--- src/rtl/splitbank_pkg.sv ---
package splitbank_pkg;

    typedef enum logic [2:0] {
        ST_IDLE,
        ST_RD,
        ST_WDRV,
        ST_WGAP,
        ST_FIN
    } seq_st_e;

    typedef struct packed {
        seq_st_e st;
        logic    wr;
        logic    long_ln;
        logic    oel_n;
        logic    oeh_n;
        logic    rdyl_n;
        logic    rdyh_n;
        logic    done;
    } seq_regs_t;

endpackage

--- src/rtl/sb_beat_ctr.sv ---
module sb_beat_ctr #(
    parameter int CNT_W = 5
) (
    input  logic             clk,
    input  logic             rst,
    input  logic             clr,
    input  logic             adv,
    output logic [CNT_W-1:0] cnt_q,
    output logic             bank_o
);

    logic [CNT_W-1:0] cnt_d;

    always_comb begin
        cnt_d = cnt_q;
        if (clr)
            cnt_d = '0;
        else if (adv)
            cnt_d = cnt_q + CNT_W'(1);
    end

    always_ff @(posedge clk) begin
        if (rst)
            cnt_q <= '0;
        else
            cnt_q <= cnt_d;
    end

    // even beat -> low bank, odd beat -> high bank
    assign bank_o = cnt_q[0];

    AST_CTR_STEP: assert property (@(posedge clk) disable iff (rst)
        (adv && !clr) |=> (cnt_q[0] != $past(cnt_q[0])));

endmodule

--- src/rtl/sb_cpu_gate.sv ---
module sb_cpu_gate #(
    parameter int CNT_W      = 5,
    parameter int GATE_BEATS = 2
) (
    input  logic             clk,
    input  logic             rst,
    input  logic             rd_en,
    input  logic [CNT_W-1:0] cnt,
    output logic             brdy_n_q
);

    localparam logic [CNT_W-1:0] GATE_CNT = CNT_W'(GATE_BEATS);

    logic brdy_n_d;

    always_comb begin
        brdy_n_d = !(rd_en && (cnt >= GATE_CNT));
    end

    always_ff @(posedge clk) begin
        if (rst)
            brdy_n_q <= 1'b1;
        else
            brdy_n_q <= brdy_n_d;
    end

endmodule

--- src/rtl/splitbank_seq.sv ---
module splitbank_seq
    import splitbank_pkg::*;
#(
    parameter int BEATS_SHORT    = 8,
    parameter int BEATS_LONG     = 16,
    parameter int CPU_GATE_BEATS = 2
) (
    input  logic clk,
    input  logic rst,
    input  logic start_i,
    input  logic dir_i,
    input  logic long_line_i,
    input  logic beat_vld_i,
    input  logic beat_ack_i,
    output logic oel_n_o,
    output logic oeh_n_o,
    output logic rdyl_n_o,
    output logic rdyh_n_o,
    output logic cpu_brdy_n_o,
    output logic done_o
);

    localparam int CNT_W = $clog2(BEATS_LONG + 1);
    localparam logic [CNT_W-1:0] LAST_S = CNT_W'(BEATS_SHORT - 1);
    localparam logic [CNT_W-1:0] LAST_L = CNT_W'(BEATS_LONG - 1);
    localparam logic [CNT_W-1:0] GATE_CNT = CNT_W'(CPU_GATE_BEATS);

    seq_regs_t        seq_d, seq_q;
    logic             ctr_clr, ctr_adv;
    logic [CNT_W-1:0] cnt_q;
    logic             bank;
    logic             is_last;

    sb_beat_ctr #(.CNT_W(CNT_W)) u_ctr (
        .clk    (clk),
        .rst    (rst),
        .clr    (ctr_clr),
        .adv    (ctr_adv),
        .cnt_q  (cnt_q),
        .bank_o (bank)
    );

    sb_cpu_gate #(.CNT_W(CNT_W), .GATE_BEATS(CPU_GATE_BEATS)) u_gate (
        .clk      (clk),
        .rst      (rst),
        .rd_en    (seq_q.st == ST_RD),
        .cnt      (cnt_q),
        .brdy_n_q (cpu_brdy_n_o)
    );

    assign is_last = (cnt_q == (seq_q.long_ln ? LAST_L : LAST_S));

    always_comb begin
        seq_d        = seq_q;
        seq_d.oel_n  = 1'b1;
        seq_d.oeh_n  = 1'b1;
        seq_d.rdyl_n = 1'b1;
        seq_d.rdyh_n = 1'b1;
        seq_d.done   = 1'b0;
        ctr_clr      = 1'b0;
        ctr_adv      = 1'b0;

        unique case (seq_q.st)
            ST_IDLE: begin
                if (start_i) begin
                    ctr_clr       = 1'b1;
                    seq_d.wr      = dir_i;
                    seq_d.long_ln = long_line_i;
                    if (dir_i) begin
                        seq_d.st    = ST_WDRV;
                        seq_d.oel_n = 1'b0;
                    end else begin
                        seq_d.st = ST_RD;
                    end
                end
            end
            ST_RD: begin
                if (beat_vld_i) begin
                    ctr_adv = 1'b1;
                    if (bank) seq_d.rdyh_n = 1'b0;
                    else      seq_d.rdyl_n = 1'b0;
                    if (is_last) seq_d.st = ST_FIN;
                end
            end
            ST_WDRV: begin
                if (beat_ack_i) begin
                    ctr_adv  = 1'b1;
                    seq_d.st = is_last ? ST_FIN : ST_WGAP;
                end else begin
                    if (bank) seq_d.oeh_n = 1'b0;
                    else      seq_d.oel_n = 1'b0;
                end
            end
            ST_WGAP: begin
                seq_d.st = ST_WDRV;
                if (bank) seq_d.oeh_n = 1'b0;
                else      seq_d.oel_n = 1'b0;
            end
            ST_FIN: begin
                seq_d.st   = ST_IDLE;
                seq_d.done = 1'b1;
            end
            default: seq_d.st = ST_IDLE;
        endcase
    end

    always_ff @(posedge clk) begin
        if (rst) begin
            seq_q.st      <= ST_IDLE;
            seq_q.wr      <= 1'b0;
            seq_q.long_ln <= 1'b0;
            seq_q.oel_n   <= 1'b1;
            seq_q.oeh_n   <= 1'b1;
            seq_q.rdyl_n  <= 1'b1;
            seq_q.rdyh_n  <= 1'b1;
            seq_q.done    <= 1'b0;
        end else begin
            seq_q <= seq_d;
        end
    end

    assign oel_n_o  = seq_q.oel_n;
    assign oeh_n_o  = seq_q.oeh_n;
    assign rdyl_n_o = seq_q.rdyl_n;
    assign rdyh_n_o = seq_q.rdyh_n;
    assign done_o   = seq_q.done;

    AST_OE_EXCL: assert property (@(posedge clk) disable iff (rst)
        !(!oel_n_o && !oeh_n_o));
    AST_RDY_EXCL: assert property (@(posedge clk) disable iff (rst)
        !(!rdyl_n_o && !rdyh_n_o));
    AST_RDYL_ONE_CLK: assert property (@(posedge clk) disable iff (rst)
        !rdyl_n_o |=> rdyl_n_o);
    AST_RDYH_ONE_CLK: assert property (@(posedge clk) disable iff (rst)
        !rdyh_n_o |=> rdyh_n_o);
    AST_OEL_GAP: assert property (@(posedge clk) disable iff (rst)
        !oel_n_o |=> oeh_n_o);
    AST_OEH_GAP: assert property (@(posedge clk) disable iff (rst)
        !oeh_n_o |=> oel_n_o);
    AST_DONE_PULSE: assert property (@(posedge clk) disable iff (rst)
        done_o |=> !done_o);
    AST_IDLE_QUIET: assert property (@(posedge clk) disable iff (rst)
        (seq_q.st == ST_IDLE) |-> (oel_n_o && oeh_n_o && rdyl_n_o && rdyh_n_o));
    AST_CPU_GATE: assert property (@(posedge clk) disable iff (rst)
        !cpu_brdy_n_o |-> (!seq_q.wr && cnt_q >= GATE_CNT));
    AST_BUSY_IGNORE: assert property (@(posedge clk) disable iff (rst)
        (seq_q.st != ST_IDLE && seq_q.st != ST_FIN && start_i)
            |=> ($stable(seq_q.wr) && $stable(seq_q.long_ln)));

endmodule

--- config.mk ---
export PLATFORM = sky130hd
export DESIGN_NAME = splitbank_seq
export DESIGN_NICKNAME = d
export VERILOG_FILES = /design/src/rtl/splitbank_pkg.sv /design/src/rtl/sb_beat_ctr.sv /design/src/rtl/sb_cpu_gate.sv /design/src/rtl/splitbank_seq.sv
export SDC_FILE = /design/constraint.sdc
export NUM_CORES = 1
export LEC_CHECK = 0
export CORE_AREA = 5 5 57 59
export CTS_CLUSTER_DIAMETER = 200
export DETAILED_ROUTE_END_ITERATION = 10
export DIE_AREA = 0 0 62 64
export HOLD_SLACK_MARGIN = 0.08
export PLACE_DENSITY_LB_ADDON = 0.08
export SYNTH_ARGS = -nofsm -noshare
export SYNTH_HDL_FRONTEND = slang
export SYNTH_SLANG_ARGS = --single-unit
--- constraint.sdc ---
create_clock -name clk -period 1.3 [get_ports clk]
set_input_delay 0.26 -clock clk [delete_from_list [all_inputs] [get_ports clk]]
set_output_delay 0.26 -clock clk [all_outputs]
set_load 0.005 [all_outputs]
== Word-level counts from Yosys, hierarchy flattened ==
Cells that the tools add are included.

* Flip-flop bits (word level): 16
* Output and inout port bits: 6
* Word-level logic and storage cells: 50

* Add/subtract/negate cells: 1
* Order comparisons: 1
* Equality and inequality tests: 9
* Muxes and demuxes: 20
* Bitwise logic cells: 2
* Reduce and logical (&&, ||, !) cells: 7

{| class="wikitable"
|+ Operator list
! operator !! number
|-
| $mux W3 || 4
|-
| $pmux W3 S4 || 1
|-
| $mux W1 || 8
|-
| $ne A2 B2 Y1 const B || 4
|-
| $eq A3 B2 Y1 const B || 2
|-
| $mux W6 || 1
|-
| $add A5 B1 Y5 const B || 1
|-
| $eq A5 B4 Y1 || 1
|-
| $ge A5 B2 Y1 const B || 1
|-
| $mux W2 || 2
|-
| $mux W4 || 1
|-
| $pmux W1 S2 || 2
|-
| $reduce_and A4 Y1 || 1
|-
| $eq A3 B1 Y1 const B || 1
|-
| $eq A3 B3 Y1 const B || 1
|-
| $logic_not A3 Y1 || 1
|-
| $pmux W1 S3 || 1
|-
| $reduce_or A3 Y1 || 1
|-
| $not A1 Y1 || 2
|-
| $reduce_and A2 Y1 || 1
|-
| $reduce_or A2 Y1 || 1
|-
| $logic_and A1 B1 Y1 || 1
|-
| $logic_not A1 Y1 || 1
|}

== Logic depth before layout (Yosys ltp) ==
Gate-level depths: netlist (run 1).

* Word-level depth: 5
* Depth in mapped cells: 5
* Mapped depth without buffers: 5

== Hierarchy ==
Synthesis (run 1) repeated with hierarchy kept, for this count alone.

* Cell total of the unflattened synthesis: 73
* Area total of the unflattened synthesis: 743.2 µm²

{| class="wikitable"
|+ Modules (own cells, without submodules)
! module !! times used !! cells an instance !! area an instance (µm²)
|-
| splitbank_seq || 1 || 46 || 445.4
|-
| sb_beat_ctr || 1 || 24 || 262.8
|-
| sb_cpu_gate || 1 || 3 || 35.0
|}

== Worst setup path after synthesis (run 1) ==
OpenSTA, ideal clock, no wires.

* Path type: register -> register
* Start point: reg u_ctr.cnt_q[0]
* End point: reg seq_q[7] (netlist name)
* Arrival time: 1251 ps
* Data required time: 1183 ps
* Slack: -68 ps
* Stages on the path, launching flop included: 6
* Path buffers: 0
* Cells stage by stage: dfxtp_1 ha_1 nand2_1 nor3_1 o32ai_1 a32o_1

* Cells in the longest elaborated chain, start to end: 4
* Elaborated cells on any way between the ends: 6
* Those cells by class: eq/ne (2); mux (3); reduce/logical (1)

{| class="wikitable"
|+ RTL lines
! element !! RTL line !! text
|-
| start, declared || sb_beat_ctr.sv:8 || <nowiki>output logic [CNT_W-1:0] cnt_q,</nowiki>
|-
| start signal, assigned || sb_beat_ctr.sv:26 || <nowiki>cnt_q <= cnt_d;</nowiki>
|-
| $eq A5 B4 Y1 (*) || splitbank_seq.sv:51 || <nowiki>assign is_last = (cnt_q == (seq_q.long_ln ? LAST_L : LAST_S));</nowiki>
|-
| $mux W3 || splitbank_seq.sv:88 || <nowiki>seq_d.st = is_last ? ST_FIN : ST_WGAP;</nowiki>
|-
| $mux W3 || splitbank_seq.sv:86 || <nowiki>if (beat_ack_i) begin</nowiki>
|-
| $pmux W3 S4 || splitbank_seq.sv:63 || <nowiki>unique case (seq_q.st)</nowiki>
|-
| end signal, assigned || splitbank_seq.sv:118 || <nowiki>seq_q <= seq_d;</nowiki>
|-
| end, declared || splitbank_seq.sv:28 || <nowiki>seq_regs_t seq_d, seq_q;</nowiki>
|}

Mark *: on every way between the ends. The rest lies on a longest branch, timed or not. The select of a mux whose other input is x is not followed.
A chain may end at the register's enable or synchronous reset.

== Final worst setup path (run 1) ==
Same ends and word-level chain as after synthesis.

==> metrics, run 1 <==
Cell Area, Synth 711 um2; syn_area_per_cell 10.2 um2; crit-path max FO 4; r2r worst-path depth 6; RSZ-0062 raised after global routing yes; clock buffer count from CTS 3; Clock Sinks 15; Syn Nets 79; critical path class flop to flop; CP peak stage delay ~0.39 ns; antenna cells 0; hold crit path type flop to flop; drt first-iter violations 6; Yosys reg bits 15; P&R area growth vs syn 50.2%; total gr overflow 0; Worst Skew between 0.008 and 0.009 ns; Top Ports 13; H-Tree Depth 1; Site Rows 19; antenna viol nets, final 0; pre-CTS setup slack -0.210 ns; Remaining DRCs 0; drt total wl roughly 1.5 mm; Hold Path End seq_q[5]; first-pass GRT wire length 2.50 mm; initial core utilization between 20% and 30%; setup TNS 0 ns; layout cells sized above 1 about two fifths; Max Slew Vio Count 0; CTS root buf clkbuf_4; vias roughly 590; worst vdd ir between 0.0005 and 0.0006 V; post-synthesis cell type count 30; Reg-to-Reg Start u_ctr.cnt_q[0]; gr usage total ~8.3%; cells after synthesis 70; Seq/Total Area, Yosys between 40% and 50%; Tightest Pin Transition 0.330 ns; Relative slew margins ~78%; Worst Path Arrival 1.47 ns; Top Family by Delay on Critical Path flip-flops; Critical Path RT ~1.5 ns; status complete, no violations; GP Congestion 0.715; buffers and inverters on the worst path 1; CP Launch Type flop; vias in the first global route 562; Min Clock Period, post-route between 1 and 1.5 ns; R2R Path End seq_q[7]; Die Y between 60 and 70 um; critical path cell sequence ha_4, nand2_4, nor3_4, buf_4, nand2_2, a32o_1; dpl hpwl around 1.2 mm; LEAKAGE between 0.4 and 0.5 nW; clock-pin slew on the worst setup and hold paths 0.10 ns; final setup fails 0; Max-Cap Viols 0; Die Area between 3000 and 4000 um2; clk_lat worst skew a little under 0.3 ns; largest net degree at the start of global routing 11; Final WS setup around 0.02 ns; Die X about 62 um; hold path startpoint seq_q[5]; Fillers around 270; CP max-delay cell dfxtp_4; CTS tree built; I/O Buffers 12; router iterations before antenna repair 4; Core Area between 2000 and 3000 um2; flop2flop setup slack 0.02 ns; initial antenna violation count 0; power per cell area 903 nW/um2; Max clock buf depth 2; WL/cell 11.5 um; vias per inst approximately 4.5; Yosys Warn Count 0; fin nets between 100 and 150; Worst setup EP type flop; crit share post-route just under 100%; hold depth 2; fmax around 780 MHz; Hold Vio Cnt, Final 0
[routing by layer]
layer  vias to the layer above  routed length, um  track usage, %
li1                        309                  -               -
met1                       263                686            10.7
met2                        11                688            12.7
met3                         2                100            4.02
met4                         0                 14            1.59
met5                         -                  0               0
[cell usage in the layout (no fill, tap or decap), types with 3 or more instances in the layout]
| master | instances |
|---|---|
| a211oi_2 | 3 |
| buf_4 | 14 |
| clkbuf_4 | 3 |
| clkdlybuf4s50_1 | 6 |
| dfxtp_1 | 11 |
| dfxtp_2 | 3 |
| dlygate4sd2_1 | 6 |
| nand2_1 | 3 |
| nand3_1 | 4 |
| nor2_1 | 8 |
| xnor2_1 | 4 |
[state kept, by name (all words and copies together) (netlist names)]
| signal | cells |
|---|---|
| oel_n_o | 1 |
| u_gate.brdy_n_q | 1 |
| rdyl_n_o | 1 |
| u_ctr.cnt_q | 5 |
| done_o | 1 |
| rdyh_n_o | 1 |
| oeh_n_o | 1 |
| seq_q | 4 |
[layout make-up]
cell class              count  area, um2  share of cell area (%)
well taps                  31       38.8                    3.63
flip-flops and latches     15        308                    28.8
clock buffers               3       22.5                    2.11
multi-input cells          50        453                    42.4
inverters                   3       11.3                    1.06
clock inverters             1       5.00                   0.469
repair buffers             27        229                    21.5
[timing repair]
| item | CTS | global route |
|---|---|---|
| hold buffers | 0 | 0 |
| resized for setup | 8 | 16 |
| pin swaps | 1 | 6 |
| setup buffers | 0 | 1 |
| endpoints found under the setup margin | 13 | 8 |
[worst min-delay path, cell delays in order, from the launching register on]
cell     delay, ns
dfxtp_1       0.35
mux2i_1       0.07
nor2_1        0.07
[kinds of logic after synthesis]
group                    Yosys count  share of synthesized area [%]
flip-flops                        15                           42.3
AND/OR/NAND/NOR                   30                           28.2
XOR/XNOR                           5                           6.16
multiplexers                       1                           1.41
adder cells (fa/ha/maj)            2                           3.52
AO/OA/AOI/OAI                     12                           15.5
buffers and inverters              5                           2.99
[report_power, final]
group	internal, mW	switching, mW	total, mW
logic	0.112	0.0767	0.189
registers	0.479	0.0293	0.508
clock network	0.114	0.153	0.267
total	0.706	0.259	0.964
[synth_stat cells (all sizes together)]
library cell | count | area, um2
a211o | 1 | 8.76
a211oi | 4 | 45.1
a21boi | 1 | 7.51
a21o | 1 | 7.51
a21oi | 1 | 8.76
a32o | 1 | 10.0
and3 | 1 | 6.26
buf | 2 | 10.0
dfxtp | 15 | 300
ha | 2 | 25.0
inv | 3 | 11.3
mux2i | 1 | 10.0
nand2 | 5 | 18.8
nand2b | 2 | 12.5
nand3 | 4 | 20.0
nand3b | 2 | 40.0
nand4 | 1 | 6.26
nor2 | 8 | 30.0
nor2b | 1 | 6.26
nor3 | 1 | 5.00
nor4b | 3 | 41.3
o21ai | 1 | 5.00
o32ai | 1 | 8.76
o41ai | 1 | 8.76
or2 | 1 | 6.26
or4 | 1 | 7.51
xnor2 | 4 | 35.0
xor2 | 1 | 8.76
[worst max path at each step]
stage,endpoint,slack [ns],depth (start not counted),start
CTS,seq_q[7],-0.003,5,u_ctr.cnt_q[0]
floorplan,seq_q[7],0.06,5,u_ctr.cnt_q[1]
global route,seq_q[7],-0.05,4,seq_q[9]
detailed placement,seq_q[7],-0.21,5,start_i
global placement,u_ctr.cnt_q[3],-0.23,5,beat_vld_i
finish,seq_q[7],0.02,6,u_ctr.cnt_q[0]
[per-stage QoR]
step / hold slack [ns] / instances / power (mW) / util [%] / cell area, um2
after global routing: 0.564 / 130 / 1.02 / 40.1 / 1070
after CTS: 0.529 / 129 / 0.959 / 37.3 / 992
after global placement: 0.503 / 125 / 0.692 / 36.5 / 971
final: 0.523 / 130 / 0.964 / 40.1 / 1070
after floorplan: 0.332 / 70 / 0.607 / - / 717
after detailed placement: 0.508 / 125 / 0.689 / 36.5 / 971
(Power assumes the default switching activity.)
==> inputs of run 2 (changes only) <==
--- a/config.mk
+++ b/config.mk
@@ -5,10 +5,10 @@
 export SDC_FILE = /design/constraint.sdc
 export NUM_CORES = 1
 export LEC_CHECK = 0
-export CORE_AREA = 5 5 57 59
+export CORE_AREA = 5 5 52 54
 export CTS_CLUSTER_DIAMETER = 200
 export DETAILED_ROUTE_END_ITERATION = 10
-export DIE_AREA = 0 0 62 64
+export DIE_AREA = 0 0 57 59
 export HOLD_SLACK_MARGIN = 0.08
 export PLACE_DENSITY_LB_ADDON = 0.08
 export SYNTH_ARGS = -nofsm -noshare
==> run 2 against run 1 <==
Net effect:
- combinational power decreased by 12%
- register-to-register slack about the same
- clock power up 4%
- worst setup slack better by 0.0026 ns
- count of clock-buffer cells in the layout increased by 1
- final cell count is 3.8% lower
- first-iteration DRC count increased by 17%
- routed wire length up 0.27%
- largest power group unchanged
==> metrics, run 2 (synthesis gave the netlist of run 1 again) <==
status complete, no violations; r2r worst-path depth 5 (-1); fin cells 125 (-3.8%); antenna cells 0 (unchanged); layout cells sized above 1 28.9% (-9.5 points); Tightest Pin Transition 0.308 ns (-0.0219 ns); power per cell area 961 nW/um2 (+6.4%); flop2flop setup slack 0.02 ns (about the same); Worst Path Arrival 1.50 ns (+0.03 ns); Die X 57 um (-8.1%); clk_lat worst skew 0.28 ns (about the same); Min Clock Period, post-route 1.28 ns (-0.00256 ns); CP max-delay cell dfxtp_4; dpl hpwl 1.15 mm (-3.7%); Site Rows 17 (-2); hold depth 1 (-1); biggest regs u_ctr.cnt_q x5, seq_q x4; Post-CTS Setup Repair Bufs 0 (unchanged); initial core utilization 32.8% (+6.1 points); initial antenna violation count 0 (unchanged); Core Area 2170 um2 (-19%); P&R area growth vs syn 39.3%; Max clock buf depth 2 (unchanged); fmax 783 MHz (+0.20%); max FFs per register 5 (unchanged); WL/cell 12.0 um (+4.3%); Worst setup EP type flop; Critical Path RT 1.53 ns (+0.04 ns); antenna viol nets, final 0 (unchanged); Reg-to-Reg Start u_ctr.cnt_q[0]; Relative slew margins 79.4% (+1.5 points); LEAKAGE 0.416 nW (-6.7%); Max-Cap Viols 0 (unchanged); post-route cell area 990 um2 (-7.3%); Fillers 220 (-17%); Remaining DRCs 0 (unchanged); vias in the first global route 561 (-0.18%); critical path cell sequence ha_1, nand2_1, nor3_2, o32ai_1, a32o_1; vias per inst 4.74 (+5.2%); H-Tree Depth 1 (unchanged); vias 592 (+1.2%); Top Ports 13 (unchanged); placed cell area 960 um2 (-1.2%); CP peak stage delay 0.37 ns (-0.02 ns); first-pass GRT wire length 2.53 mm (+1.1%); worst vdd ir 0.000683 V (+22%); most frequent cells in the layout buf_4, dfxtp_1, nor2_1; drt total wl 1.49 mm (+0.27%); GP Congestion 0.748 (+4.6%); Die Y 59 um (-7.8%); CTS tree built; CP Launch Type flop; Top reg by flops u_ctr.cnt_q; Top Family by Delay on Critical Path compound AO/OA/AOI/OAI gates; hold crit path type flop to flop; crit share post-route 98.2% (-0.20 points); fin nets 107 (-1.8%); Die Area 3360 um2 (-15%); I/O Buffers 12 (unchanged); Hold Path End rdyh_n_o; clock-pin slew on the worst setup and hold paths 0.10 ns (about the same); drt first-iter violations 7 (+1); CTS root buf clkbuf_4; Tot Pwr 0.951 mW (-1.4%); RSZ-0062 raised after global routing yes; hold path startpoint u_ctr.cnt_q[0]; critical path class flop to flop; Max Slew Vio Count 0 (unchanged); Hold Vio Cnt, Final 0 (unchanged); R2R Path End seq_q[7]; Clock Sinks 15 (unchanged); clock buffer count from CTS 3 (unchanged); total gr overflow 0 (unchanged); router iterations before antenna repair 2 (-2); largest net degree at the start of global routing 9 (-2); final setup fails 0 (unchanged); gr usage total 9.60% (+1.2 points); commonest non-fill, non-tap cell in the layout buf_4; Worst Skew 0.00136 ns (-0.00725 ns); Hold-fix buffers, CTS 0 (unchanged); Cell Count Post-Placement 121 (-3.2%); crit-path max FO 5 (+1); buffers and inverters on the worst path 0 (-1)
==> run 2: cell types whose count changed in the layout (fill, tap and decap cells not counted), sizes merged <==
cell	change
clkinv	-1
buf	-2
clkbuf	+1
==> run 2: final cells by class <==
class | count | area (um2) | area share [%]
Clock buffer | 4 | 26.3 | 2.65
Sequential cell | 15 | 307 | 31.0
Tap cell | 28 | 35.0 | 3.54
Inverter | 3 | 11.3 | 1.14
Multi-Input combinational cell | 50 | 400 | 40.5
Timing Repair Buffer | 25 | 210 | 21.2
==> run 2: timing repair <==
| action | 4_1_cts | 5_1_grt |
|---|---|---|
| resized for setup | 7 | 4 |
| endpoints found under the setup margin | 8 | 9 |
| gates cloned | 0 | 0 |
| pin swaps | 1 | 1 |
==> run 2: per-stage QoR <==
step | hold WS [ns] | TNS [ns] | util, % | worst slack [ns]
2_1_floorplan | 0.332 | 0 | - | 0.0617
3_3_place_gp | 0.425 | -2.11 | 44.2 | -0.216
3_5_place_dp | 0.423 | -2.11 | 44.2 | -0.246
4_1_cts | 0.448 | 0 | 45.2 | 0.0103
5_1_grt | 0.470 | -0.0413 | 45.6 | -0.0413
6_report | 0.457 | 0 | 45.6 | 0.0229
==> run 2: worst reg2reg max path, delay by kind of cell (launching register included) <==
family                     cells  cell delay, ns
AOI/OAI and AO/OA              2            0.50
DFF                            1            0.37
adders and majority gates      1            0.19
and+or+nand+nor                2            0.17
==> run 2: where the power goes <==
part           total (mW)  internal (mW)  switching (mW)
Clock               0.279          0.119           0.160
Combinational       0.166         0.0963          0.0699
Sequential          0.506          0.479          0.0271
Total               0.951          0.694           0.257
==> run 2: routing by layer <==
| metal | wire (um) | up-vias | part of all wire (%) | global-route usage [%] |
|---|---|---|---|---|
| li1 | - | 304 | - | - |
| met1 | 726 | 276 | 49 | 13.0 |
| met2 | 700 | 10 | 47 | 15.3 |
| met3 | 48 | 2 | 3.2 | 1.96 |
| met4 | 18 | 0 | 1.2 | 2.98 |
| met5 | 0 | - | 0 | 0 |
==> run 2: worst max-delay path by stage <==
stage | startpoint | end | slack [ns] | depth (start not counted)
after CTS | seq_q[8] | u_gate.brdy_n_q | 0.01 | 4
final | u_ctr.cnt_q[0] | seq_q[7] | 0.02 | 5
after global routing | u_ctr.cnt_q[0] | seq_q[7] | -0.04 | 6
after floorplan | u_ctr.cnt_q[1] | seq_q[7] | 0.06 | 5
after global placement | beat_vld_i | u_ctr.cnt_q[2] | -0.22 | 5
after detailed placement | beat_vld_i | u_ctr.cnt_q[2] | -0.25 | 5
